`src/rtl/uart_irq_pkg.sv`:
```
package uart_irq_pkg;

    // Enable-word bit positions; the auto-baud enables sit directly above
    // the modem-change qualifier used only with automatic CTS.
    localparam int IE_RX    = 0;
    localparam int IE_THRE  = 1;
    localparam int IE_LINE  = 2;
    localparam int IE_MODEM = 3;
    localparam int IE_CTS   = 7;
    localparam int AB_BASE  = 8;

    localparam int ID_W     = 3;
    localparam int ID_LSB   = 1;
    localparam int GAP_W    = AB_BASE - ID_LSB - ID_W;

    typedef enum logic [ID_W-1:0] {
        ID_MODEM = 3'b000,
        ID_THRE  = 3'b001,
        ID_RDA   = 3'b010,
        ID_LINE  = 3'b011,
        ID_TOUT  = 3'b110
    } irq_id_e;

endpackage

```
`src/rtl/uart_irq_abflag.sv`:
```
module uart_irq_abflag (
    input  logic clk,
    input  logic rst_n,
    input  logic evt,
    input  logic clr,
    output logic flag_d
);

    typedef struct packed {
        logic flag;
    } ab_state_t;

    ab_state_t st_d, st_q;

    always_comb begin
        st_d = st_q;
        if (evt) begin
            st_d.flag = 1'b1;
        end else if (clr) begin
            st_d.flag = 1'b0;
        end
    end

    always_ff @(posedge clk or negedge rst_n) begin
        if (!rst_n) begin
            st_q <= '0;
        end else begin
            st_q <= st_d;
        end
    end

    assign flag_d = st_d.flag;

endmodule

```
`src/rtl/uart_irq_thre.sv`:
```
module uart_irq_thre (
    input  logic clk,
    input  logic rst_n,
    input  logic hold_empty,
    input  logic hold_wr,
    input  logic id_rd,
    input  logic shown_thre,
    output logic pend_d
);

    typedef struct packed {
        logic pend;
        logic empty_prev;
    } thre_state_t;

    thre_state_t st_d, st_q;

    always_comb begin
        st_d = st_q;
        st_d.empty_prev = hold_empty;
        if (hold_wr) begin
            st_d.pend = 1'b0;
        end else if (hold_empty && !st_q.empty_prev) begin
            st_d.pend = 1'b1;
        end else if (id_rd && shown_thre) begin
            st_d.pend = 1'b0;
        end
    end

    always_ff @(posedge clk or negedge rst_n) begin
        if (!rst_n) begin
            st_q <= '0;
        end else begin
            st_q <= st_d;
        end
    end

    assign pend_d = st_d.pend;

endmodule

```
`src/rtl/uart_irq_prio.sv`:
```
module uart_irq_prio
    import uart_irq_pkg::*;
#(
    parameter int AB_NUM  = 2,
    parameter int MODEM_W = 4,
    parameter int CTS_BIT = 0,
    localparam int IER_W  = AB_BASE + AB_NUM
) (
    input  logic [IER_W-1:0]   ier,
    input  logic               auto_cts_en,
    input  logic               line_err,
    input  logic               rx_ready,
    input  logic               rx_timeout,
    input  logic               thre_pend,
    input  logic [MODEM_W-1:0] modem_delta,
    input  logic [AB_NUM-1:0]  ab_flag,
    output logic [IER_W-1:0]   iir_d,
    output logic               irq_d
);

    localparam logic [MODEM_W-1:0] CTS_MASK = MODEM_W'(1) << CTS_BIT;

    logic              q_line, q_rda, q_tout, q_thre, q_modem, q_cts, q_other;
    logic [AB_NUM-1:0] ab_vis;
    irq_id_e           id;
    logic              any;

    always_comb begin
        q_line  = line_err   && ier[IE_LINE];
        q_rda   = rx_ready   && ier[IE_RX];
        q_tout  = rx_timeout && ier[IE_RX];
        q_thre  = thre_pend  && ier[IE_THRE];
        q_cts   = modem_delta[CTS_BIT] && (!auto_cts_en || ier[IE_CTS]);
        q_other = |(modem_delta & ~CTS_MASK);
        q_modem = ier[IE_MODEM] && (q_cts || q_other);
        ab_vis  = ab_flag & ier[IER_W-1:AB_BASE];

        if (q_line) begin
            id = ID_LINE;
        end else if (q_rda) begin
            id = ID_RDA;
        end else if (q_tout) begin
            id = ID_TOUT;
        end else if (q_thre) begin
            id = ID_THRE;
        end else begin
            id = ID_MODEM;
        end

        any   = q_line || q_rda || q_tout || q_thre || q_modem || (|ab_vis);
        iir_d = {ab_vis, {GAP_W{1'b0}}, id, !any};
        irq_d = any;
    end

endmodule

```
`src/rtl/uart_irq_ident.sv`:
```
module uart_irq_ident
    import uart_irq_pkg::*;
#(
    parameter int AB_NUM  = 2,
    parameter int MODEM_W = 4,
    parameter int CTS_BIT = 0,
    localparam int IER_W  = AB_BASE + AB_NUM
) (
    input  logic               clk,
    input  logic               rst_n,
    input  logic [IER_W-1:0]   ier,
    input  logic               auto_cts_en,
    input  logic               line_err,
    input  logic               rx_ready,
    input  logic               rx_timeout,
    input  logic               tx_hold_empty,
    input  logic               tx_hold_wr,
    input  logic [MODEM_W-1:0] modem_delta,
    input  logic [AB_NUM-1:0]  ab_event,
    input  logic [AB_NUM-1:0]  ab_clear,
    input  logic               id_rd,
    output logic [IER_W-1:0]   iir,
    output logic               irq
);

    typedef struct packed {
        logic [IER_W-1:0] word;
        logic             req;
    } out_state_t;

    localparam out_state_t OUT_RST = '{word: IER_W'(1), req: 1'b0};

    out_state_t        out_d, out_q;
    logic              thre_pend_d;
    logic              shown_thre;
    logic [AB_NUM-1:0] ab_flag_d;
    logic [IER_W-1:0]  iir_next;
    logic              irq_next;
    logic              unused_rsvd;

    assign unused_rsvd = ^ier[IE_CTS-1:IE_MODEM+1];

    assign shown_thre = (out_q.word[ID_LSB +: ID_W] == ID_THRE) && !out_q.word[0];

    uart_irq_thre u_thre (
        .clk        (clk),
        .rst_n      (rst_n),
        .hold_empty (tx_hold_empty),
        .hold_wr    (tx_hold_wr),
        .id_rd      (id_rd),
        .shown_thre (shown_thre),
        .pend_d     (thre_pend_d)
    );

    for (genvar g = 0; g < AB_NUM; g++) begin : g_ab
        uart_irq_abflag u_flag (
            .clk    (clk),
            .rst_n  (rst_n),
            .evt    (ab_event[g]),
            .clr    (ab_clear[g]),
            .flag_d (ab_flag_d[g])
        );
    end

    uart_irq_prio #(
        .AB_NUM  (AB_NUM),
        .MODEM_W (MODEM_W),
        .CTS_BIT (CTS_BIT)
    ) u_prio (
        .ier         (ier),
        .auto_cts_en (auto_cts_en),
        .line_err    (line_err),
        .rx_ready    (rx_ready),
        .rx_timeout  (rx_timeout),
        .thre_pend   (thre_pend_d),
        .modem_delta (modem_delta),
        .ab_flag     (ab_flag_d),
        .iir_d       (iir_next),
        .irq_d       (irq_next)
    );

    always_comb begin
        out_d      = out_q;
        out_d.word = iir_next;
        out_d.req  = irq_next;
    end

    always_ff @(posedge clk or negedge rst_n) begin
        if (!rst_n) begin
            out_q <= OUT_RST;
        end else begin
            out_q <= out_d;
        end
    end

    assign iir = out_q.word;
    assign irq = out_q.req;

endmodule

```
`config.mk`:
```
export PLATFORM = sky130hd
export DESIGN_NAME = uart_irq_ident
export DESIGN_NICKNAME = d
export VERILOG_FILES = /design/src/rtl/uart_irq_pkg.sv /design/src/rtl/uart_irq_abflag.sv /design/src/rtl/uart_irq_thre.sv /design/src/rtl/uart_irq_prio.sv /design/src/rtl/uart_irq_ident.sv
export SDC_FILE = /design/constraint.sdc
export NUM_CORES = 1
export LEC_CHECK = 0
export ABC_CLOCK_PERIOD_IN_PS = 1400
export BUFFER_PORTS_ARGS = -buffer_cell sky130_fd_sc_hd__buf_2
export CAP_MARGIN = 20
export CORE_MARGIN = 1.5
export CORE_UTILIZATION = 36
export DETAILED_ROUTE_END_ITERATION = 12
export PLACE_DENSITY = 0.71
export SKIP_CTS_REPAIR_TIMING = 1
export SYNTH_ARGS = -nofsm -noshare
export SYNTH_HDL_FRONTEND = slang
export SYNTH_HIERARCHICAL = 1
export SYNTH_SLANG_ARGS = --single-unit
```
`constraint.sdc`:
```
create_clock -name clk -period 1.4 [get_ports clk]
set_input_delay 0.07 -clock clk [delete_from_list [all_inputs] [get_ports clk]]
set_output_delay 0.07 -clock clk [all_outputs]
set_load 0.01 [all_outputs]
```
==> summary.md <==
| Metric | Value |
|---|---|
| CP Buf/Inv Count | `0` |
| Max-slew violation count | `0` |
| DP Area | `between 700 and 800 um2` |
| Wirelength per Cell | `11.0 um` |
| Power per cell area | `987 nW/um2` |
| Reg2reg start | `iir[0]$_DFF_PN1_` |
| Total power | `a little over 800 uW` |
| # clock sinks | `15` |
| Placer Congestion | `~0.63` |
| Post-route clock period utilization | `between 90 and 100%` |
| Ports | `38` |
| Largest cells by area after synthesis | `dfrtp_1 59%, buf_4 5.1%, a2111oi_4 4.7%` |
| Overflow after GRT | `0` |
| Top-count cell post-synth | `dfrtp_1` |
| Top sig layer | `met4` |
| Ys flop type | `dfrtp_1` |
| Hold Violations, Final | `0` |
| Worst reg-to-reg path cell count | `5` |
| Fin crit period | `~1.3 ns` |
| Met1 wire length | `about 370 um` |
| TritonRoute pass-1 iters | `3` |
| Share of the synthesized area in the top cell type | `between 50% and 60%` |
| First-pass GRT wire length | `about 1600 um` |
| Routed Wire Length | `roughly 1100 um` |
| DRC Markers | `0` |
| Ys async rst share | `100%` |
| Non-Filler Cell Area, Final | `830 um2` |
| Initial antenna violation count | `0` |
| CTS tree | `built` |
| Layout area overhead | `40.8%` |
| Cell at the slowest stage of the critical path | `dfstp_2` |
| Inst Count DP | `roughly 90` |
| Mapped Cells | `42` |
| Hold path startpoint | `ab_event[0]` |
| Worst-Skew Late Latency | `roughly 0.27 ns` |
| Die Ht | `43.5 um` |
| RSZ-0062 raised after global routing | `true` |
| Initial DRC count | `2` |
| Post-DP HPWL | `885 um` |
| ANT nets after route | `0` |
| Leak Pwr | `roughly 0.00044 uW` |
| Routed vias/inst | `roughly 4.5` |
| Fin nets | `about 110` |
| Total CTS buffers | `3` |
| Final setup violation count | `0` |
| Cell family with most CP delay | `compound AO/OA/AOI/OAI gates` |
| HP Class | `input pin to flop` |
| Synthesized flop and latch total | `15` |
| Routed met2 length | `around 640 um` |
| Crit path DAT | `around 1.5 ns` |
| Root Buffer | `clkbuf_4` |
| Worst Path Required | `1.53 ns` |
| Cell Chain, Critical Path | `nor4b_2 -> a21bo_2 -> a21oi_2 -> a211oi_2 -> o2111ai_1` |
| PortBufs | `34` |
| Vias in the first global route | `about 420` |
| Synth warn | `6` |
| Core Region | `roughly 1500 um2` |
| Startpoint types | `flop` |
| Max Cap Viol | `0` |
| Share of layout cells above drive strength 1 | `54.2%` |
| Die area | `1890 um2` |
| Seq/Total Area, Yosys | `63.9%` |
| CTS H-Tree Depth | `1` |
| GRT Overall Usage | `around an eighth` |
| FP Rows | `14` |
| WHS Endpoint | `g_ab[0].u_flag/st_q$_DFF_PN0_` |
| Number of synthesized flops with an enable pin | `0` |
| Hold path depth | `2` |
| CP max stage delay | `~0.38 ns` |
| Clock slew seen by the registers of the worst setup and hold paths | `around 0.08 ns` |
| Status | `completed` |
| Fin util | `a little over half` |
| Clock skew | `0.00320 ns` |
| Initial Utilization | `roughly 39%` |
| Setup CP Type | `flop to flop` |
| Die W | `between 40 and 50 um` |
| R2R Setup Slk | `just over 0.06 ns` |
| Clock Path Buffers | `2` |
| Worst reg2reg endpoint | `irq$_DFF_PN0_` |
| Maximum VDD drop | `between 800 and 900 uV` |
| Fin cells | `a little under 100` |
| Synth unique cells | `20` |
| Crit end category | `flop` |
| Maximum clock rate | `0.747 GHz` |
| Largest net degree at the start of global routing | `16` |
| Crit Path Max Fanout | `2` |
| Mapped Avg Cell Area | `approximately 14 um2` |
| Post-Synthesis Cell Area | `a little under 600 um2` |
| CP startpoint | `iir[0]$_DFF_PN1_` |
| Met3 routed WL | `approximately 63 um` |
| Via count | `~440` |
| Yosys top cell by area | `dfrtp_1` |
| Most common library cells after synthesis | `14 x dfrtp_1, 4 x buf_4, 3 x inv_1, 3 x nand2_1` |
| Number of diodes | `0` |
## registers in the layout, indices dropped and copies added, names as in the netlist
signal,count
iir,10
g_ab.u_flag/st_q,2
u_thre/st_q,2
irq,1
## metal layers
metal	GRT usage, %	vias up
li1	-	220
met1	10.9	207
met2	21.2	15
met3	5.42	2
met4	7.27	0
met5	0	-
## worst reg2reg max path, stage by stage, from the launching register on
cell and delay, ns:
dfstp_2 0.38, nor4b_2 0.25, a21bo_2 0.17, a21oi_2 0.06
a211oi_2 0.20, o2111ai_1 0.14
## cells by family after synthesis
| group | share of synthesized area [%] |
|---|---|
| DFF | 63.9 |
| and+or+nand+nor | 12.5 |
| AOI/OAI and AO/OA | 15.9 |
| buffers and inverters | 7.01 |
| other | 0.636 |
## per-stage QoR
stage | hold slack (ns) | worst slack (ns) | TNS [ns]
2_1_floorplan | -0.226 | 0.0432 | 0
3_3_place_gp | -0.0213 | 0.00436 | 0
3_5_place_dp | -0.0171 | 0.0180 | 0
4_1_cts | -0.316 | -0.00377 | -0.00377
5_1_grt | 0.0202 | -0.0587 | -0.0823
6_report | 0.0239 | 0.0618 | 0
## where the power goes
| part | internal (uW) | switching, uW |
|---|---|---|
| Combinational | 64.8 | 59.0 |
| Clock | 110 | 117 |
| Sequential | 459 | 8.52 |
## cells in the final DEF, fill, tap and decap left out
| master | instances |
|---|---|
| buf_2 | 34 |
| dfrtp_1 | 14 |
| conb_1 | 4 |
| clkbuf_4 | 3 |
| inv_1 | 3 |
| dlygate4sd3_1 | 3 |
| nand2_1 | 3 |
| a21o_1 | 2 |
| and2_1 | 2 |
| nor4b_2 | 1 |
| clkbuf_1 | 1 |
| dfstp_2 | 1 |
| buf_4 | 1 |
| o21ai_1 | 1 |
| nand3_1 | 1 |
| nand2b_4 | 1 |
| a2111oi_4 | 1 |
| a211oi_2 | 1 |
| o2111ai_1 | 1 |
| o2111a_1 | 1 |
| and4b_1 | 1 |
| nand2b_1 | 1 |
| a21bo_2 | 1 |
| a21oi_2 | 1 |
## worst max path at each step
| stage | endpoint | slack [ns] | depth (start not counted) |
|---|---|---|---|
| after CTS | irq$_DFF_PN0_ | -0.004 | 5 |
| after detailed placement | irq$_DFF_PN0_ | 0.02 | 5 |
| after floorplan | irq$_DFF_PN0_ | 0.04 | 5 |
| final | irq$_DFF_PN0_ | 0.06 | 5 |
| after global routing | irq$_DFF_PN0_ | -0.06 | 5 |
| after global placement | irq$_DFF_PN0_ | 0.004 | 5 |
## final cells by class
class	count	area, um2
Multi-Input combinational cell	23	188
Tap cell	16	20.0
Timing Repair Buffer	38	208
Fill cell	146	694
Inverter	3	11.3
Clock buffer	4	26.3
Sequential cell	15	377
(Power assumes the default switching activity.)
